**src/rtl/latched_decoder_pkg.sv**
```systemverilog
package latched_decoder_pkg;
  // Outputs are live only with the active-low enable low and the active-high enable high
  function automatic logic gate_open(input logic en_n, input logic en);
    return (!en_n) && en;
  endfunction
endpackage

```
**src/rtl/addr_hold.sv**
```systemverilog
module addr_hold #(
  parameter int ADDR_W = 3
) (
  input  logic              clk,
  input  logic              rst,
  input  logic [ADDR_W-1:0] addr_i,
  input  logic              hold_en_i,
  output logic [ADDR_W-1:0] eff_addr_o
);
  logic [ADDR_W-1:0] held_q;

  always_ff @(posedge clk) begin
    if (rst) held_q <= '0;
    else if (!hold_en_i) held_q <= addr_i;
  end

  assign eff_addr_o = hold_en_i ? held_q : addr_i;


  hold_stable_chk: assert property (@(posedge clk) disable iff (rst)
    hold_en_i |=> $stable(held_q));

  follow_load_chk: assert property (@(posedge clk) disable iff (rst)
    !hold_en_i |=> held_q == $past(addr_i));
endmodule

```
**src/rtl/onehot_dec.sv**
```systemverilog
module onehot_dec #(
  parameter int ADDR_W = 3,
  localparam int OUT_W = 1 << ADDR_W
) (
  input  logic [ADDR_W-1:0] addr_i,
  output logic [OUT_W-1:0]  hot_o
);
  for (genvar k = 0; k < OUT_W; k++) begin : g_line
    assign hot_o[k] = (addr_i == ADDR_W'(k));
  end
endmodule

```
**src/rtl/sel_gate.sv**
```systemverilog
module sel_gate
  import latched_decoder_pkg::*;
#(
  parameter int OUT_W = 8
) (
  input  logic             clk,
  input  logic             rst,
  input  logic [OUT_W-1:0] hot_i,
  input  logic             en_n_i,
  input  logic             en_i,
  output logic [OUT_W-1:0] sel_n_o
);
  logic [OUT_W-1:0] sel_n_q;

  always_ff @(posedge clk) begin
    if (rst) sel_n_q <= '1;
    else if (gate_open(en_n_i, en_i)) sel_n_q <= ~hot_i;
    else sel_n_q <= '1;
  end

  assign sel_n_o = sel_n_q;


  closed_idle_chk: assert property (@(posedge clk) disable iff (rst)
    (en_n_i || !en_i) |=> (&sel_n_o));
endmodule

```
**src/rtl/latched_decoder.sv**
```systemverilog
module latched_decoder #(
  parameter int ADDR_W = 3,
  localparam int OUT_W = 1 << ADDR_W
) (
  input  logic              clk,
  input  logic              rst,
  input  logic [ADDR_W-1:0] addr_i,
  input  logic              hold_en_i,
  input  logic              en_n_i,
  input  logic              en_i,
  output logic [OUT_W-1:0]  sel_n_o
);
  logic [ADDR_W-1:0] eff_addr;
  logic [OUT_W-1:0]  hot;

  addr_hold #(.ADDR_W(ADDR_W)) u_hold (
    .clk(clk), .rst(rst), .addr_i(addr_i), .hold_en_i(hold_en_i),
    .eff_addr_o(eff_addr)
  );

  onehot_dec #(.ADDR_W(ADDR_W)) u_dec (
    .addr_i(eff_addr), .hot_o(hot)
  );

  sel_gate #(.OUT_W(OUT_W)) u_gate (
    .clk(clk), .rst(rst), .hot_i(hot), .en_n_i(en_n_i), .en_i(en_i),
    .sel_n_o(sel_n_o)
  );


  one_cold_chk: assert property (@(posedge clk) disable iff (rst)
    $countones(~sel_n_o) <= 1);

  live_decode_chk: assert property (@(posedge clk) disable iff (rst)
    (!en_n_i && en_i && !hold_en_i) |=> sel_n_o == ~(OUT_W'(1) << $past(addr_i)));
endmodule

```
**config.mk**
```make
export PLATFORM = sky130hd
export DESIGN_NAME = latched_decoder
export DESIGN_NICKNAME = d
export VERILOG_FILES = /design/src/rtl/latched_decoder_pkg.sv /design/src/rtl/addr_hold.sv /design/src/rtl/onehot_dec.sv /design/src/rtl/sel_gate.sv /design/src/rtl/latched_decoder.sv
export SDC_FILE = /design/constraint.sdc
export NUM_CORES = 1
export LEC_CHECK = 0
export BUFFER_PORTS_ARGS = -buffer_cell sky130_fd_sc_hd__buf_2
export CAP_MARGIN = 20
export CORE_AREA = 2 2 39 41
export CTS_BUF_LIST = sky130_fd_sc_hd__clkbuf_16
export DETAILED_ROUTE_END_ITERATION = 16
export DIE_AREA = 0 0 41 43
export PLACE_DENSITY_LB_ADDON = 0.3
export SYNTH_ARGS = -nofsm -noshare
export SYNTH_HDL_FRONTEND = slang
export SYNTH_HIERARCHICAL = 1
export SYNTH_SLANG_ARGS = --single-unit
export TNS_END_PERCENT = 5
```
**constraint.sdc**
```tcl
create_clock -name clk -period 1.9 [get_ports clk]
set_input_delay 0.095 -clock clk [delete_from_list [all_inputs] [get_ports clk]]
set_output_delay 0.095 -clock clk [all_outputs]
set_load 0.02 [all_outputs]
```
==> results of run 1 <==
[routing by layer]
metal	vias up	global-route usage	routed length [µm]
met5	-	0	0
li1	165	-	-
met1	156	0.113	324
met2	9	0.175	367
met4	0	0.0400	0
met3	0	0.0471	55
[flip-flops by register name, summed over array words and instances, names as in the netlist]
register and count:
u_gate/sel_n_o 8, u_hold/held_q 3
[kinds of logic (layout without fill, tap and decap cells)]
logic type	Yosys count	in the layout	share of synthesized area
AND/OR/NAND/NOR	19	19	0.410
buffers and inverters	0	19	0
flip-flops	11	11	0.497
multiplexers	3	3	0.0932
[worst max path at each step]
| stage | from | depth (start not counted) | end | slack, ns |
|---|---|---|---|---|
| after global placement | hold_en_i | 4 | u_gate/sel_n_o[1] | 0.82 |
| after CTS | u_hold/held_q[1] | 3 | u_gate/sel_n_o[1] | 0.82 |
| after detailed placement | hold_en_i | 4 | u_gate/sel_n_o[1] | 0.80 |
| after global routing | u_hold/held_q[1] | 3 | u_gate/sel_n_o[1] | 0.74 |
| final | u_hold/held_q[1] | 3 | u_gate/sel_n_o[1] | 0.83 |
| after floorplan | u_hold/held_q[1] | 3 | u_gate/sel_n_o[5] | 0.89 |
[final cells by class]
cell class	instances	share of cell area
multi-input cells	22	0.361
flip-flops and latches	11	0.357
clock inverters	1	0.00609
clock buffers	3	0.122
well taps	16	0.0325
repair buffers	15	0.122
[per-stage QoR]
stage	util	hold slack [ns]	power (mW)	area (µm²)
5_1_grt	0.446	0.150	0.694	617
4_1_cts	0.446	0.133	0.673	617
3_3_place_gp	0.389	0.371	0.299	538
6_report	0.446	0.138	0.666	617
2_1_floorplan	-	0.159	0.279	443
3_5_place_dp	0.389	0.373	0.299	538
[where the power goes]
group / switching (mW) / internal [mW] / total [mW]
clock network: 0.0950 / 0.275 / 0.370
registers: 0.00136 / 0.238 / 0.239
logic: 0.0263 / 0.0299 / 0.0562
total: 0.123 / 0.543 / 0.666
[cells in the final DEF, fill, tap and decap left out]
cell       count
buf_2         15
dfxtp_1       11
nand4bb_1      8
clkbuf_16      3
nor3b_1        3
and3b_2        3
mux2_4         2
nor2b_1        2
inv_1          1
nor3_1         1
and3_2         1
mux2_2         1
nor2b_4        1
==> flow_metrics.env, run 1 <==
export IMPL_status="completed"
export IMPL_reg2reg_depth=3
export IMPL_irDropWorstVdd_uv=497
export IMPL_ys_flop_type="dfxtp_1"
export IMPL_place_inst=64
export IMPL_crit_fanout=9
export IMPL_die_x_um=41
export IMPL_post_cts_setup_buffer_count=0
export IMPL_rrSetupSlack_ns=0.83
export IMPL_setup_tns_ns=0
export IMPL_viasPerCell=4.85
export IMPL_grt_pass1_vias=312
export IMPL_multiInputGateArea_um2=223
export IMPL_cp_cell_sequence="mux2_2, nor3b_1, nand4bb_1"
export IMPL_cts_buffer_depth=2
export IMPL_grt_start_max_net_pins=12
export IMPL_ctsHoldBuffers=0
export IMPL_fin_crit_sh=0.565
export IMPL_seq_area_frac_synth=0.497
export IMPL_grt_pass1_wl_mm=1.28
export IMPL_wl_per_cell_um=11.0
export IMPL_max_cap_viol_count=0
export IMPL_fillCellCount=140
export IMPL_fin_cells=68
export IMPL_min_from="en_i"
export IMPL_area_growth_pct=39.3
export IMPL_path_clk_slew_ns=0.04
export IMPL_track_usage=0.107
export IMPL_syn_inst=33
export IMPL_powerDensity_nw_per_um2=1080
export IMPL_synth_fp_nets=41
export IMPL_path_delay_family="simple AND/OR/NAND/NOR gates"
export IMPL_worstMarginPinSlew_ns=0.191
export IMPL_ys_ff_latch=11
export IMPL_drt_pass1_iterations=2
export IMPL_cp_start_kind="register"
export IMPL_ys_top_cells_by_count="dfxtp_1, nand4bb_1, and3b_2, nor3b_1"
export IMPL_synth_area_leaders="dfxtp_1, nand4bb_1, and3b_2"
export IMPL_drc=0
export IMPL_slew_viol_final=0
export IMPL_hold_end="u_gate/sel_n_o[3]"
export IMPL_clock_fmax_mhz=932
export IMPL_fp_dieArea_um2=1760
export IMPL_cp_slowest_cell="mux2_2"
export IMPL_maxSlewHeadroom=0.873
export IMPL_io_buffers=15
export IMPL_synth_top_cell_by_area="dfxtp_1"
export IMPL_num_rows=14
export IMPL_drt_iter0_markers=2
export IMPL_setup_viol_count_final=0
export IMPL_slowest_delay_ns=0.32
export IMPL_vias=330
export IMPL_worstHoldPathCells=2
export IMPL_netlist_area_leader_share=0.497
export IMPL_n_antenna_cell=0
export IMPL_cts_buffers=3
export IMPL_antenna_found_initial=0
export IMPL_place_ws_ns=0.800
export IMPL_clock_latency_ns=0.23
export IMPL_synth_most_common_cell="dfxtp_1"
export IMPL_tritoncts="yes"
export IMPL_ant_nets=0
export IMPL_worstReg2RegStart="u_hold/held_q[1]"
export IMPL_r2r_end="u_gate/sel_n_o[1]"
export IMPL_syn_cell_area_um2=443
export IMPL_period_minus_slack_ns=1.07
export IMPL_dieHeight_um=43
export IMPL_clkSinkCount=11
export IMPL_layout_drive_gt1_share=0.500
export IMPL_ioPinCount=16
export IMPL_regArea_um2=220
export IMPL_cts_resized_gates=0
export IMPL_yosysUniqueCellTypes=10
export IMPL_end_kind="register"
export IMPL_wl_um=747
export IMPL_start_util=0.320
export IMPL_cp_num_buf_inv=0
export IMPL_cp_arrival_ns=1.18
export IMPL_setup_ws_ns=0.827
export IMPL_root_buffer="clkbuf_16"
export IMPL_yosysWarnings=6
export IMPL_cts_max_level=1
export IMPL_worstPathRequired_ns=2.01
export IMPL_hold_violations=0
export IMPL_synth_avg_cell_area_um2=13.4
export IMPL_synth_edf_count=0
export IMPL_overflow=0
export IMPL_criticalPathCategory="reg2reg"
export IMPL_async_flop_share=0
export IMPL_gp_congestion=0.651
export IMPL_fin_nets=61
export IMPL_p_leak_nw=0.252
export IMPL_core_area_um2=1380
export IMPL_rsz0062_at_grt="no"
export IMPL_clock_skew_ns=0.00227
export IMPL_hold_path_class="in2reg"
Power figures use the tool's default switching activity.
==> run 2, diff against run 1 <==
- ABC_AREA: default -> 1
- clock period: 1.9 -> 0.9 ns (I/O delays scaled with it)
==> flow_metrics.env, run 2 <==
export IMPL_status="finished, violations left"
export IMPL_violations="setup timing"
export IMPL_fin_cells=96
export IMPL_grt_pass1_wl_mm=1.44
export IMPL_cp_arrival_ns=1.05
export IMPL_synth_area_leaders="dfxtp_1, nand4_1, nand2_1"
export IMPL_vias=414
export IMPL_async_flop_share=0
export IMPL_crit_fanout=3
export IMPL_synth_compound_area_frac=0
export IMPL_ys_ff_latch=11
export IMPL_rrSetupSlack_ns=-0.04
export IMPL_worstMarginPinSlew_ns=0.135
export IMPL_hold_end="u_hold/held_q[1]"
export IMPL_cp_slowest_cell="dfxtp_1"
export IMPL_cts_buffer_depth=2
export IMPL_fin_nets=89
export IMPL_ant_nets=0
export IMPL_ys_top_cells_by_count="nand2_1, dfxtp_1, inv_1, nor2_1, nand4_1"
export IMPL_cts_buffers=3
export IMPL_rsz0062_at_grt="yes"
export IMPL_track_usage=0.128
export IMPL_num_rows=14
export IMPL_drt_pass1_iterations=4
export IMPL_clock_fmax_mhz=1070
export IMPL_r2r_end="u_gate/sel_n_o[2]"
export IMPL_fp_dieArea_um2=1760
export IMPL_dieHeight_um=43
export IMPL_antenna_found_initial=0
export IMPL_setup_viol_count_final=7
export IMPL_root_buffer="clkbuf_16"
export IMPL_synth_top_family_by_area="simple AND/OR/NAND/NOR gates"
export IMPL_clock_latency_ns=0.23
export IMPL_regArea_um2=221
export IMPL_wl_um=809
export IMPL_core_area_um2=1380
export IMPL_io_buffers=15
export IMPL_synthMuxAreaShare=0
export IMPL_cts_max_level=1
export IMPL_max_cap_viol_count=0
export IMPL_worstHoldPathCells=2
export IMPL_hold_path_class="in2reg"
export IMPL_synth_edf_count=0
export IMPL_criticalPathCategory="reg2reg"
export IMPL_wl_per_cell_um=8.43
export IMPL_synthSimpleGateAreaFrac=0.331
export IMPL_synthAdderAreaFrac=0
export IMPL_final_cell_mix="buf_2, dfxtp_1, inv_2, nand4_1"
export IMPL_tritoncts="yes"
export IMPL_start_util=0.311
export IMPL_end_kind="register"
export IMPL_fin_crit_sh=1.04
export IMPL_drc=0
export IMPL_gp_congestion=0.811
export IMPL_reg2reg_depth=8
export IMPL_synth_fp_nets=67
export IMPL_multiInputGateArea_um2=168
export IMPL_slew_viol_final=0
export IMPL_area_growth_pct=49.7
export IMPL_period_minus_slack_ns=0.938
export IMPL_path_clk_slew_ns=0.04
export IMPL_die_x_um=41
export IMPL_synth_top_cell_by_area="dfxtp_1"
export IMPL_place_ws_ns=-0.0906
export IMPL_synth_most_common_cell="nand2_1"
export IMPL_worstReg2RegStart="u_hold/held_q[0]"
export IMPL_utilization=0.466
export IMPL_maxSlewHeadroom=0.910
export IMPL_path_delay_family="simple AND/OR/NAND/NOR gates"
export IMPL_yosysWarnings=6
export IMPL_synth_avg_cell_area_um2=7.30
export IMPL_hold_violations=0
export IMPL_syn_cell_area_um2=430
export IMPL_setup_ws_ns=-0.0376
export IMPL_powerDensity_nw_per_um2=2250
export IMPL_cp_num_buf_inv=3
export IMPL_place_inst=92
export IMPL_clock_skew_ns=0.00249
export IMPL_ctsHoldBuffers=0
export IMPL_yosysUniqueCellTypes=8
export IMPL_p_leak_nw=0.314
export IMPL_min_from="rst"
export IMPL_largest_register_ffs=8
export IMPL_viasPerCell=4.31
export IMPL_syn_inst=59
export IMPL_synthXorXnorAreaFrac=0
export IMPL_seq_area_frac_synth=0.512
export IMPL_holdWs_ns=0.0257
export IMPL_grt_pass1_vias=377
export IMPL_ioPinCount=16
export IMPL_layout_drive_gt1_share=0.538
export IMPL_dpl_hpwl_um=576
export IMPL_drt_iter0_markers=5
export IMPL_n_antenna_cell=0
export IMPL_cp_start_kind="register"
export IMPL_fillCellCount=146
export IMPL_overflow=0
export IMPL_irDropWorstVdd_uv=876
export IMPL_grt_start_max_net_pins=9
export IMPL_worstPathRequired_ns=1.01
export IMPL_slowest_delay_ns=0.29
export IMPL_ys_flop_type="dfxtp_1"
export IMPL_cp_cell_sequence="inv_1, nand2_1, nand2_2, inv_2, inv_2, nand2_2, nor2_1, nand4_1"
export IMPL_layout_commonest_cell="buf_2"
export IMPL_netlist_area_leader_share=0.512
export IMPL_clkSinkCount=11
## run 2: layout make-up
cell class,instances,area share
flip-flops and latches,11,0.344
multi-input cells,32,0.260
repair buffers,18,0.151
clock buffers,3,0.117
inverters,15,0.0913
well taps,16,0.0311
clock inverters,1,0.00583
## run 2: metrics by stage
step	total power, mW	TNS, ns	area, µm²
final	1.45	-0.154	644
after detailed placement	0.650	-0.443	537
after global routing	1.53	-0.861	644
after floorplan	0.601	0	430
after global placement	0.648	-0.347	537
after CTS	1.46	-0.248	623
## run 2: how the worst max path moves through the flow
stage | start | to | cells after the start
after detailed placement | u_hold/held_q[2] | u_gate/sel_n_o[4] | 7
after global placement | u_hold/held_q[2] | u_gate/sel_n_o[5] | 7
final | u_hold/held_q[0] | u_gate/sel_n_o[2] | 8
after global routing | u_hold/held_q[1] | u_gate/sel_n_o[1] | 8
after CTS | u_hold/held_q[1] | u_gate/sel_n_o[1] | 8
after floorplan | u_hold/held_q[1] | u_gate/sel_n_o[5] | 8
## run 2: timing repair
action,4_1_cts,5_1_grt
pin swaps,6,7
resized for setup,7,11
setup buffers,0,0
endpoints found under the setup margin,8,8
## run 2: kinds of logic after synthesis
| group | Yosys count |
|---|---|
| buf+inv | 16 |
| flops | 11 |
| simple gates | 32 |
## run 2: power breakdown
| group | total, mW | switching [mW] | leakage, nW | internal (mW) |
|---|---|---|---|---|
| logic | 0.164 | 0.101 | 0.182 | 0.0625 |
| clock network | 0.779 | 0.198 | 0.0423 | 0.581 |
| registers | 0.508 | 0.00361 | 0.0902 | 0.504 |
## run 2: per-layer routing
layer,vias to the layer above,GRT usage,wire (µm)
li1,220,-,-
met1,181,0.133,322
met2,11,0.184,432
met3,2,0.0471,40
met4,0,0.120,14
met5,-,0,0
